===== src/rtl/coop_pkg.sv =====
`timescale 1ns/1ps
package coop_pkg;
  localparam int unsigned RND_W = 8;
  localparam logic [RND_W-1:0] RND_SEED = 8'h01;
  localparam logic [RND_W-1:0] RND_TAPS = 8'h1D;

  typedef enum logic [1:0] {
    ACT_IDLE,
    ACT_HIT,
    ACT_ALLOC,
    ACT_INSTALL
  } act_e;
endpackage


===== src/rtl/coop_rst_sync.sv =====
`timescale 1ns/1ps
module coop_rst_sync (
  input  logic clk,
  input  logic rst_n,
  output logic rst_sync_n
);
  logic [1:0] sh_q;

  always_ff @(posedge clk or negedge rst_n) begin
    if (!rst_n) sh_q <= 2'b00;
    else        sh_q <= {sh_q[0], 1'b1};
  end

  assign rst_sync_n = sh_q[1];
endmodule


===== src/rtl/coop_lfsr.sv =====
`timescale 1ns/1ps
module coop_lfsr #(
  parameter int unsigned W = 8,
  parameter logic [W-1:0] SEED = 1,
  parameter logic [W-1:0] TAPS = 'h1D
) (
  input  logic         clk,
  input  logic         rst_n,
  input  logic         step,
  output logic [W-1:0] value
);
  logic [W-1:0] value_n;

  always_comb begin
    value_n = value;
    if (step) value_n = {value[W-2:0], 1'b0} ^ (value[W-1] ? TAPS : '0);
  end

  always_ff @(posedge clk or negedge rst_n) begin
    if (!rst_n)    value <= SEED;
    else if (step) value <= value_n;
  end
endmodule


===== src/rtl/coop_way_match.sv =====
`timescale 1ns/1ps
module coop_way_match #(
  parameter int unsigned WAYS  = 4,
  parameter int unsigned TAG_W = 8,
  localparam int unsigned WAY_W = $clog2(WAYS)
) (
  input  logic [WAYS-1:0]            valid,
  input  logic [WAYS-1:0][TAG_W-1:0] tags,
  input  logic [TAG_W-1:0]           tag,
  output logic                       hit,
  output logic [WAY_W-1:0]           way
);
  always_comb begin
    hit = 1'b0;
    way = '0;
    for (int i = WAYS - 1; i >= 0; i--) begin
      if (valid[i] && (tags[i] == tag)) begin
        hit = 1'b1;
        way = WAY_W'(i);
      end
    end
  end
endmodule


===== src/rtl/coop_victim_sel.sv =====
`timescale 1ns/1ps
module coop_victim_sel #(
  parameter int unsigned WAYS = 4,
  localparam int unsigned WAY_W = $clog2(WAYS),
  localparam int unsigned AGE_W = WAY_W
) (
  input  logic [WAYS-1:0]            valid,
  input  logic [WAYS-1:0]            repl,
  input  logic [WAYS-1:0][AGE_W-1:0] ages,
  input  logic                       bias,
  output logic [WAY_W-1:0]           way,
  output logic                       way_empty
);
  logic             inv_found, rep_found;
  logic [WAY_W-1:0] inv_way, rep_way, lru_way;
  logic [AGE_W-1:0] rep_age;

  always_comb begin
    inv_found = 1'b0;
    inv_way   = '0;
    for (int i = WAYS - 1; i >= 0; i--) begin
      if (!valid[i]) begin
        inv_found = 1'b1;
        inv_way   = WAY_W'(i);
      end
    end
  end

  always_comb begin
    rep_found = 1'b0;
    rep_way   = '0;
    rep_age   = '0;
    for (int i = 0; i < WAYS; i++) begin
      if (valid[i] && repl[i] && (!rep_found || (ages[i] > rep_age))) begin
        rep_found = 1'b1;
        rep_way   = WAY_W'(i);
        rep_age   = ages[i];
      end
    end
  end

  always_comb begin
    lru_way = '0;
    for (int i = 0; i < WAYS; i++) begin
      if (ages[i] == AGE_W'(WAYS - 1)) lru_way = WAY_W'(i);
    end
  end

  always_comb begin
    way_empty = inv_found;
    if (inv_found)              way = inv_way;
    else if (bias && rep_found) way = rep_way;
    else                        way = lru_way;
  end
endmodule


===== src/rtl/coop_evict_fwd.sv =====
`timescale 1ns/1ps
module coop_evict_fwd
  import coop_pkg::*;
#(
  parameter int unsigned SETS    = 4,
  parameter int unsigned WAYS    = 4,
  parameter int unsigned TAG_W   = 8,
  parameter int unsigned DATA_W  = 16,
  parameter int unsigned CORES   = 4,
  parameter int unsigned CORE_ID = 0,
  localparam int unsigned SET_W  = $clog2(SETS),
  localparam int unsigned WAY_W  = $clog2(WAYS),
  localparam int unsigned AGE_W  = WAY_W,
  localparam int unsigned CORE_W = $clog2(CORES)
) (
  input  logic              clk,
  input  logic              rst_n,
  input  logic [RND_W-1:0]  thresh,
  input  logic              req_valid,
  input  logic              req_fill,
  input  logic [SET_W-1:0]  req_set,
  input  logic [TAG_W-1:0]  req_tag,
  input  logic [DATA_W-1:0] req_data,
  input  logic              req_replica,
  input  logic              rep_valid,
  input  logic [SET_W-1:0]  rep_set,
  input  logic [TAG_W-1:0]  rep_tag,
  input  logic              rep_replica,
  input  logic              fin_valid,
  input  logic [SET_W-1:0]  fin_set,
  input  logic [TAG_W-1:0]  fin_tag,
  input  logic [DATA_W-1:0] fin_data,
  output logic              rsp_valid,
  output logic              rsp_hit,
  output logic [WAY_W-1:0]  rsp_way,
  output logic [DATA_W-1:0] rsp_data,
  output logic              rsp_evict,
  output logic [TAG_W-1:0]  rsp_evict_tag,
  output logic              fwd_valid,
  output logic [CORE_W-1:0] fwd_dest,
  output logic [SET_W-1:0]  fwd_set,
  output logic [TAG_W-1:0]  fwd_tag,
  output logic [DATA_W-1:0] fwd_data
);
  typedef logic [WAYS-1:0][AGE_W-1:0] age_row_t;

  // age helpers: 0 is most recent, WAYS-1 is least recent
  function automatic age_row_t age_touch(input age_row_t a, input logic [WAY_W-1:0] w);
    age_row_t r;
    for (int i = 0; i < WAYS; i++) begin
      if (i == int'(w))    r[i] = '0;
      else if (a[i] < a[w]) r[i] = a[i] + AGE_W'(1);
      else                  r[i] = a[i];
    end
    return r;
  endfunction

  function automatic age_row_t age_demote(input age_row_t a, input logic [WAY_W-1:0] w);
    age_row_t r;
    for (int i = 0; i < WAYS; i++) begin
      if (i == int'(w))     r[i] = AGE_W'(WAYS - 1);
      else if (a[i] > a[w]) r[i] = a[i] - AGE_W'(1);
      else                  r[i] = a[i];
    end
    return r;
  endfunction

  logic rst_core_n;

  logic [SETS-1:0][WAYS-1:0]             valid_q, valid_n;
  logic [SETS-1:0][WAYS-1:0]             rep_q, rep_n;
  logic [SETS-1:0][WAYS-1:0]             fwdb_q, fwdb_n;
  age_row_t [SETS-1:0]                   age_q, age_n;
  logic [SETS-1:0][WAYS-1:0][TAG_W-1:0]  tag_q;
  logic [SETS-1:0][WAYS-1:0][DATA_W-1:0] data_q;
  logic [CORE_W-1:0]                     rr_q, rr_n;
  logic                                  state_en;

  logic              wr_en;
  logic [SET_W-1:0]  wr_set;
  logic [WAY_W-1:0]  wr_way;
  logic [TAG_W-1:0]  wr_tag;
  logic [DATA_W-1:0] wr_data;

  logic              req_hit, fin_hit, vic_empty, bias, rnd_step;
  logic [WAY_W-1:0]  req_hit_way, fin_hit_way, vic_way;
  logic [SET_W-1:0]  sel_set;
  logic [RND_W-1:0]  rnd;
  act_e              act;
  logic              ev_line, ev_send;

  logic              rsp_valid_n, rsp_hit_n, rsp_evict_n, fwd_valid_n;
  logic [WAY_W-1:0]  rsp_way_n;
  logic [DATA_W-1:0] rsp_data_n, fwd_data_n;
  logic [TAG_W-1:0]  rsp_evict_tag_n, fwd_tag_n;
  logic [CORE_W-1:0] fwd_dest_n;

  coop_rst_sync u_rst (
    .clk        (clk),
    .rst_n      (rst_n),
    .rst_sync_n (rst_core_n)
  );

  coop_way_match #(.WAYS(WAYS), .TAG_W(TAG_W)) u_req_match (
    .valid (valid_q[req_set]),
    .tags  (tag_q[req_set]),
    .tag   (req_tag),
    .hit   (req_hit),
    .way   (req_hit_way)
  );

  coop_way_match #(.WAYS(WAYS), .TAG_W(TAG_W)) u_fin_match (
    .valid (valid_q[fin_set]),
    .tags  (tag_q[fin_set]),
    .tag   (fin_tag),
    .hit   (fin_hit),
    .way   (fin_hit_way)
  );

  assign sel_set = req_valid ? req_set : fin_set;
  assign bias    = req_valid && (rnd < thresh);

  coop_victim_sel #(.WAYS(WAYS)) u_victim (
    .valid     (valid_q[sel_set]),
    .repl      (rep_q[sel_set]),
    .ages      (age_q[sel_set]),
    .bias      (bias),
    .way       (vic_way),
    .way_empty (vic_empty)
  );

  coop_lfsr #(.W(RND_W), .SEED(RND_SEED), .TAPS(RND_TAPS)) u_rnd (
    .clk   (clk),
    .rst_n (rst_core_n),
    .step  (rnd_step),
    .value (rnd)
  );

  // action decode: a local request always wins over an incoming block
  always_comb begin
    act = ACT_IDLE;
    if (req_valid) begin
      if (req_hit)       act = ACT_HIT;
      else if (req_fill) act = ACT_ALLOC;
    end else if (fin_valid && !fin_hit) begin
      act = ACT_INSTALL;
    end
  end

  assign rnd_step = (act == ACT_ALLOC) && !vic_empty;
  assign ev_line  = ((act == ACT_ALLOC) || (act == ACT_INSTALL)) && valid_q[sel_set][vic_way];
  assign ev_send  = ev_line && !rep_q[sel_set][vic_way] && !fwdb_q[sel_set][vic_way];
  assign state_en = (act != ACT_IDLE) || rep_valid;

  always_comb begin
    valid_n = valid_q;
    rep_n   = rep_q;
    fwdb_n  = fwdb_q;
    age_n   = age_q;
    wr_en   = 1'b0;
    wr_set  = sel_set;
    wr_way  = vic_way;
    wr_tag  = req_tag;
    wr_data = req_data;
    if (rep_valid) begin
      for (int w = 0; w < WAYS; w++) begin
        if (valid_q[rep_set][w] && (tag_q[rep_set][w] == rep_tag)) rep_n[rep_set][w] = rep_replica;
      end
    end
    case (act)
      ACT_HIT: begin
        fwdb_n[req_set][req_hit_way] = 1'b0;
        age_n[req_set] = age_touch(age_q[req_set], req_hit_way);
        if (req_fill) begin
          rep_n[req_set][req_hit_way] = req_replica;
          wr_en  = 1'b1;
          wr_way = req_hit_way;
        end
      end
      ACT_ALLOC: begin
        valid_n[req_set][vic_way] = 1'b1;
        rep_n[req_set][vic_way]   = req_replica;
        fwdb_n[req_set][vic_way]  = 1'b0;
        age_n[req_set] = age_touch(age_q[req_set], vic_way);
        wr_en = 1'b1;
      end
      ACT_INSTALL: begin
        valid_n[fin_set][vic_way] = 1'b1;
        rep_n[fin_set][vic_way]   = 1'b0;
        fwdb_n[fin_set][vic_way]  = 1'b1;
        age_n[fin_set] = age_demote(age_q[fin_set], vic_way);
        wr_en   = 1'b1;
        wr_tag  = fin_tag;
        wr_data = fin_data;
      end
      default: ;
    endcase
  end

  always_comb begin
    rsp_valid_n     = req_valid;
    rsp_hit_n       = req_valid && req_hit;
    rsp_way_n       = '0;
    rsp_data_n      = '0;
    rsp_evict_n     = ev_line && (act == ACT_ALLOC);
    rsp_evict_tag_n = rsp_evict_n ? tag_q[sel_set][vic_way] : '0;
    if (act == ACT_HIT) begin
      rsp_way_n  = req_hit_way;
      rsp_data_n = req_fill ? req_data : data_q[req_set][req_hit_way];
    end else if (act == ACT_ALLOC) begin
      rsp_way_n  = vic_way;
      rsp_data_n = req_data;
    end
    fwd_valid_n = ev_send;
    fwd_tag_n   = ev_send ? tag_q[sel_set][vic_way] : '0;
    fwd_data_n  = ev_send ? data_q[sel_set][vic_way] : '0;
    fwd_dest_n  = CORE_W'((CORE_ID + 1 + int'(rr_q)) % CORES);
    rr_n        = rr_q;
    if (ev_send) rr_n = (rr_q == CORE_W'(CORES - 2)) ? '0 : rr_q + CORE_W'(1);
  end

  always_ff @(posedge clk or negedge rst_core_n) begin
    if (!rst_core_n) begin
      valid_n_reset : begin
        valid_q <= '0;
        rep_q   <= '0;
        fwdb_q  <= '0;
        rr_q    <= '0;
        for (int s = 0; s < SETS; s++) begin
          for (int w = 0; w < WAYS; w++) age_q[s][w] <= AGE_W'(w);
        end
      end
    end else if (state_en) begin
      valid_q <= valid_n;
      rep_q   <= rep_n;
      fwdb_q  <= fwdb_n;
      age_q   <= age_n;
      rr_q    <= rr_n;
    end
  end

  always_ff @(posedge clk) begin
    if (wr_en) begin
      tag_q[wr_set][wr_way]  <= wr_tag;
      data_q[wr_set][wr_way] <= wr_data;
    end
  end

  always_ff @(posedge clk or negedge rst_core_n) begin
    if (!rst_core_n) begin
      rsp_valid     <= 1'b0;
      rsp_hit       <= 1'b0;
      rsp_way       <= '0;
      rsp_data      <= '0;
      rsp_evict     <= 1'b0;
      rsp_evict_tag <= '0;
      fwd_valid     <= 1'b0;
      fwd_dest      <= '0;
      fwd_set       <= '0;
      fwd_tag       <= '0;
      fwd_data      <= '0;
    end else begin
      rsp_valid     <= rsp_valid_n;
      rsp_hit       <= rsp_hit_n;
      rsp_way       <= rsp_way_n;
      rsp_data      <= rsp_data_n;
      rsp_evict     <= rsp_evict_n;
      rsp_evict_tag <= rsp_evict_tag_n;
      fwd_valid     <= fwd_valid_n;
      fwd_dest      <= ev_send ? fwd_dest_n : '0;
      fwd_set       <= ev_send ? sel_set : '0;
      fwd_tag       <= fwd_tag_n;
      fwd_data      <= fwd_data_n;
    end
  end
endmodule


===== config.mk =====
export PLATFORM = sky130hd
export DESIGN_NAME = coop_evict_fwd
export DESIGN_NICKNAME = d
export VERILOG_FILES = /design/src/rtl/coop_pkg.sv /design/src/rtl/coop_rst_sync.sv /design/src/rtl/coop_lfsr.sv /design/src/rtl/coop_way_match.sv /design/src/rtl/coop_victim_sel.sv /design/src/rtl/coop_evict_fwd.sv
export SDC_FILE = /design/constraint.sdc
export NUM_CORES = 1
export LEC_CHECK = 0
export BUFFER_PORTS_ARGS = -buffer_cell sky130_fd_sc_hd__buf_4
export CAP_MARGIN = 20
export CORE_AREA = 2 2 235 237
export DETAILED_ROUTE_END_ITERATION = 7
export DIE_AREA = 0 0 237 239
export PLACE_DENSITY = 0.77
export REMOVE_ABC_BUFFERS = 1
export SYNTH_ARGS = -nofsm -noshare
export SYNTH_HDL_FRONTEND = slang
export SYNTH_HIERARCHICAL = 1
export SYNTH_SLANG_ARGS = --single-unit

===== constraint.sdc =====
create_clock -name clk -period 4.1 [get_ports clk]
set_input_delay 0.615 -clock clk [delete_from_list [all_inputs] [get_ports clk]]
set_output_delay 0.615 -clock clk [all_outputs]
set_load 0.03 [all_outputs]

==> flow_summary.json <==
{
  "ant_nets": 0,
  "start_kind": "primary input",
  "root_buffer": "clkbuf_16",
  "dieHeight_um": 239,
  "rr_endpoint": "age_q[21]",
  "max_slew.worst_pin.slew_ps": 1090,
  "worstHoldStart": "req_data[8]",
  "syn_area_per_cell_um2": 11.5,
  "cts_buffers": 56,
  "h-tree-depth": 2,
  "max_freq_mhz": 160,
  "final_hold_viol_count": 0,
  "initialDrtViolationCount": 3572,
  "ioPinCount": 136,
  "fill_cells": 3665,
  "grt_max_degree": 103,
  "avgRoutedWirePerCell_um": 27.8,
  "placed_cell_area_um2": 34800,
  "setup_violations": 627,
  "start_util_pct": 56.2,
  "die_area_um2": 56600,
  "reg2reg_from": "valid_q[8]",
  "fin_ws_ps": -2140,
  "tritoncts": "done",
  "worst_skew_pair.late_latency_ps": 640,
  "cts_sinks": 534,
  "synthCells": 2658,
  "port_buffers": 135,
  "hold_path_depth": 2,
  "die_w_um": 237,
  "coreArea_um2": 54300,
  "rsz0062_at_grt": "yes",
  "place_congestion": 0.976,
  "first_pass_iters": 8,
  "critPathKind": "primary input to flop",
  "crit_arrival_ps": 6760,
  "slew_violations": 0,
  "vias_per_cell": 6.78,
  "cp_common_cell": "ha_4",
  "grtUsageTotal_pct": 37.0,
  "num_rows": 86,
  "finalInstanceArea_um2": 37700,
  "slew_headroom_pct": 27.3,
  "hold_end": "rsp_data[8]",
  "cp-end-kind": "flop",
  "powerDensity_nw_per_um2": 633,
  "drcViolationCount": 2,
  "violations": "DRC, setup timing",
  "cpPeakStageDelay_ps": 630,
  "cp_top_family": "compound AO/OA/AOI/OAI gates",
  "status": "finished with violations",
  "fin_crit_sh_pct": 152,
  "finClkSkew_ps": 35.9,
  "routed_wirelength_um": 104000,
  "clk_pin_slew_ps": 60,
  "drive_above_1_share_pct": 31.9,
  "path_max_fanout": 6,
  "grt-ovfl-total": 0,
  "peakVddDrop_uv": 480,
  "grt_pass1_vias": 25325,
  "ys_warn_count": 6,
  "dp_hpwl_um": 68100,
  "critical_path_buf_inv_count": 5,
  "grt_first_pass_wirelength_um": 157000,
  "fin_setup_tns_ps": -872040,
  "areaGrowthSynthToFinish_pct": 23.5,
  "hold_path_class": "primary input to flop",
  "synthesis.area_um2": 30600,
  "cpMaxStageDelayCell": "mux4_2",
  "clockBufferDepth": 3,
  "cp.required_ps": 4620,
  "nets": 3088,
  "regToRegSetupSlack_ps": -2040,
  "power.leakage_uw": 0.0145,
  "cap_viol_max_count": 0,
  "vias": 25324,
  "r2r_cells": 31,
  "period_minus_slack_ps": 6240,
  "antenna_found_initial": 0
}
## worst register-to-register path: cells and delay by family (launching register included)
kind,cells,cell delay (ps)
DFF,1,380
muxes,4,1670
adders and majority gates,4,1080
AOI/OAI and AO/OA,11,1370
xor gates and xnor gates,1,140
buffers and inverters,3,440
and+or+nand+nor,8,980
## placed cells by master (no fill, tap or decap), types with 18 or more instances in the layout
cell type,n
dfrtp_1,132
nand3_1,137
ha_4,18
xnor2_1,87
xor2_1,27
and2_1,18
mux4_2,196
inv_1,24
nand2_1,596
buf_4,399
nor2b_1,19
edfxtp_1,384
nor2_1,73
a31oi_1,48
buf_12,59
nor3_1,36
a21oi_1,81
buf_6,18
a22o_1,18
mux2i_1,55
clkbuf_16,57
a21o_1,19
a311oi_1,64
nor2_4,22
o21ai_0,29
and3_1,64
## metrics by stage
stage	util (%)	setup WS [ps]	power, uW	cells	hold WS, ps
after floorplan	-	-15400	12000	2443	319
after global placement	63.8	-3200	16400	3602	322
after detailed placement	64.0	-3360	16600	3606	323
after CTS	68.5	-2120	22700	3729	194
after global routing	69.4	-2370	24800	3731	206
final	69.4	-2140	23900	3733	218
## routing by layer
layer  global-route usage [%]  vias to the layer above  part of all wire (%)
met1                     48.9                    12419                    36
met4                     18.2                        0                   5.8
met3                     8.76                      409                    12
li1                         -                    10597                     -
met2                     58.1                     1899                    46
met5                        0                        -                     0
## cell type report
class                   count  area, um2  share of cell area (%)
inverters                  26        105                   0.279
multi-input cells        1883      15200                    40.2
clock buffers              66       1480                    3.92
repair buffers            478       4420                    11.7
diodes                      2       5.00                  0.0133
well taps                 704        881                    2.33
flip-flops and latches    534      15300                    40.6
clock inverters            40        360                   0.955
## worst max path at each step
stage | startpoint | to | slack [ps] | cells after the start
6_report | req_valid | age_q[21] | -2140 | 35
5_1_grt | req_valid | age_q[21] | -2370 | 35
4_1_cts | req_valid | age_q[24] | -2120 | 34
3_5_place_dp | req_valid | age_q[28] | -3360 | 33
3_3_place_gp | req_valid | age_q[28] | -3200 | 33
2_1_floorplan | req_valid | fwd_set[1] | -15400 | 26
## registers in the layout, summed over array words and instances, names as in the netlist, 2 cells and up
name and cells:
data_q 256, tag_q 128, age_q 32, fwd_data 16, fwdb_q 16, rep_q 16, rsp_data 16, valid_q 16
fwd_tag 8, rsp_evict_tag 8, u_rnd/value 8, fwd_dest 2, fwd_set 2, rr_q 2, rsp_way 2, u_rst/sh_q 2
## timing repair
action,4_1_cts,5_1_grt
setup buffers,17,5
hold buffers,1,0
endpoints found under the setup margin,531,627
pin swaps,77,73
resized for setup,100,104
endpoints found under the hold margin,2,0
## power breakdown
part           internal [uW]  leakage, uW  total, uW  switching, uW
Sequential              6750      0.00535       7290            538
Clock                   2900     0.000900       5140           2240
Combinational           5030      0.00821      11500           6440
No activity file was read; power rests on OpenSTA's default activity.
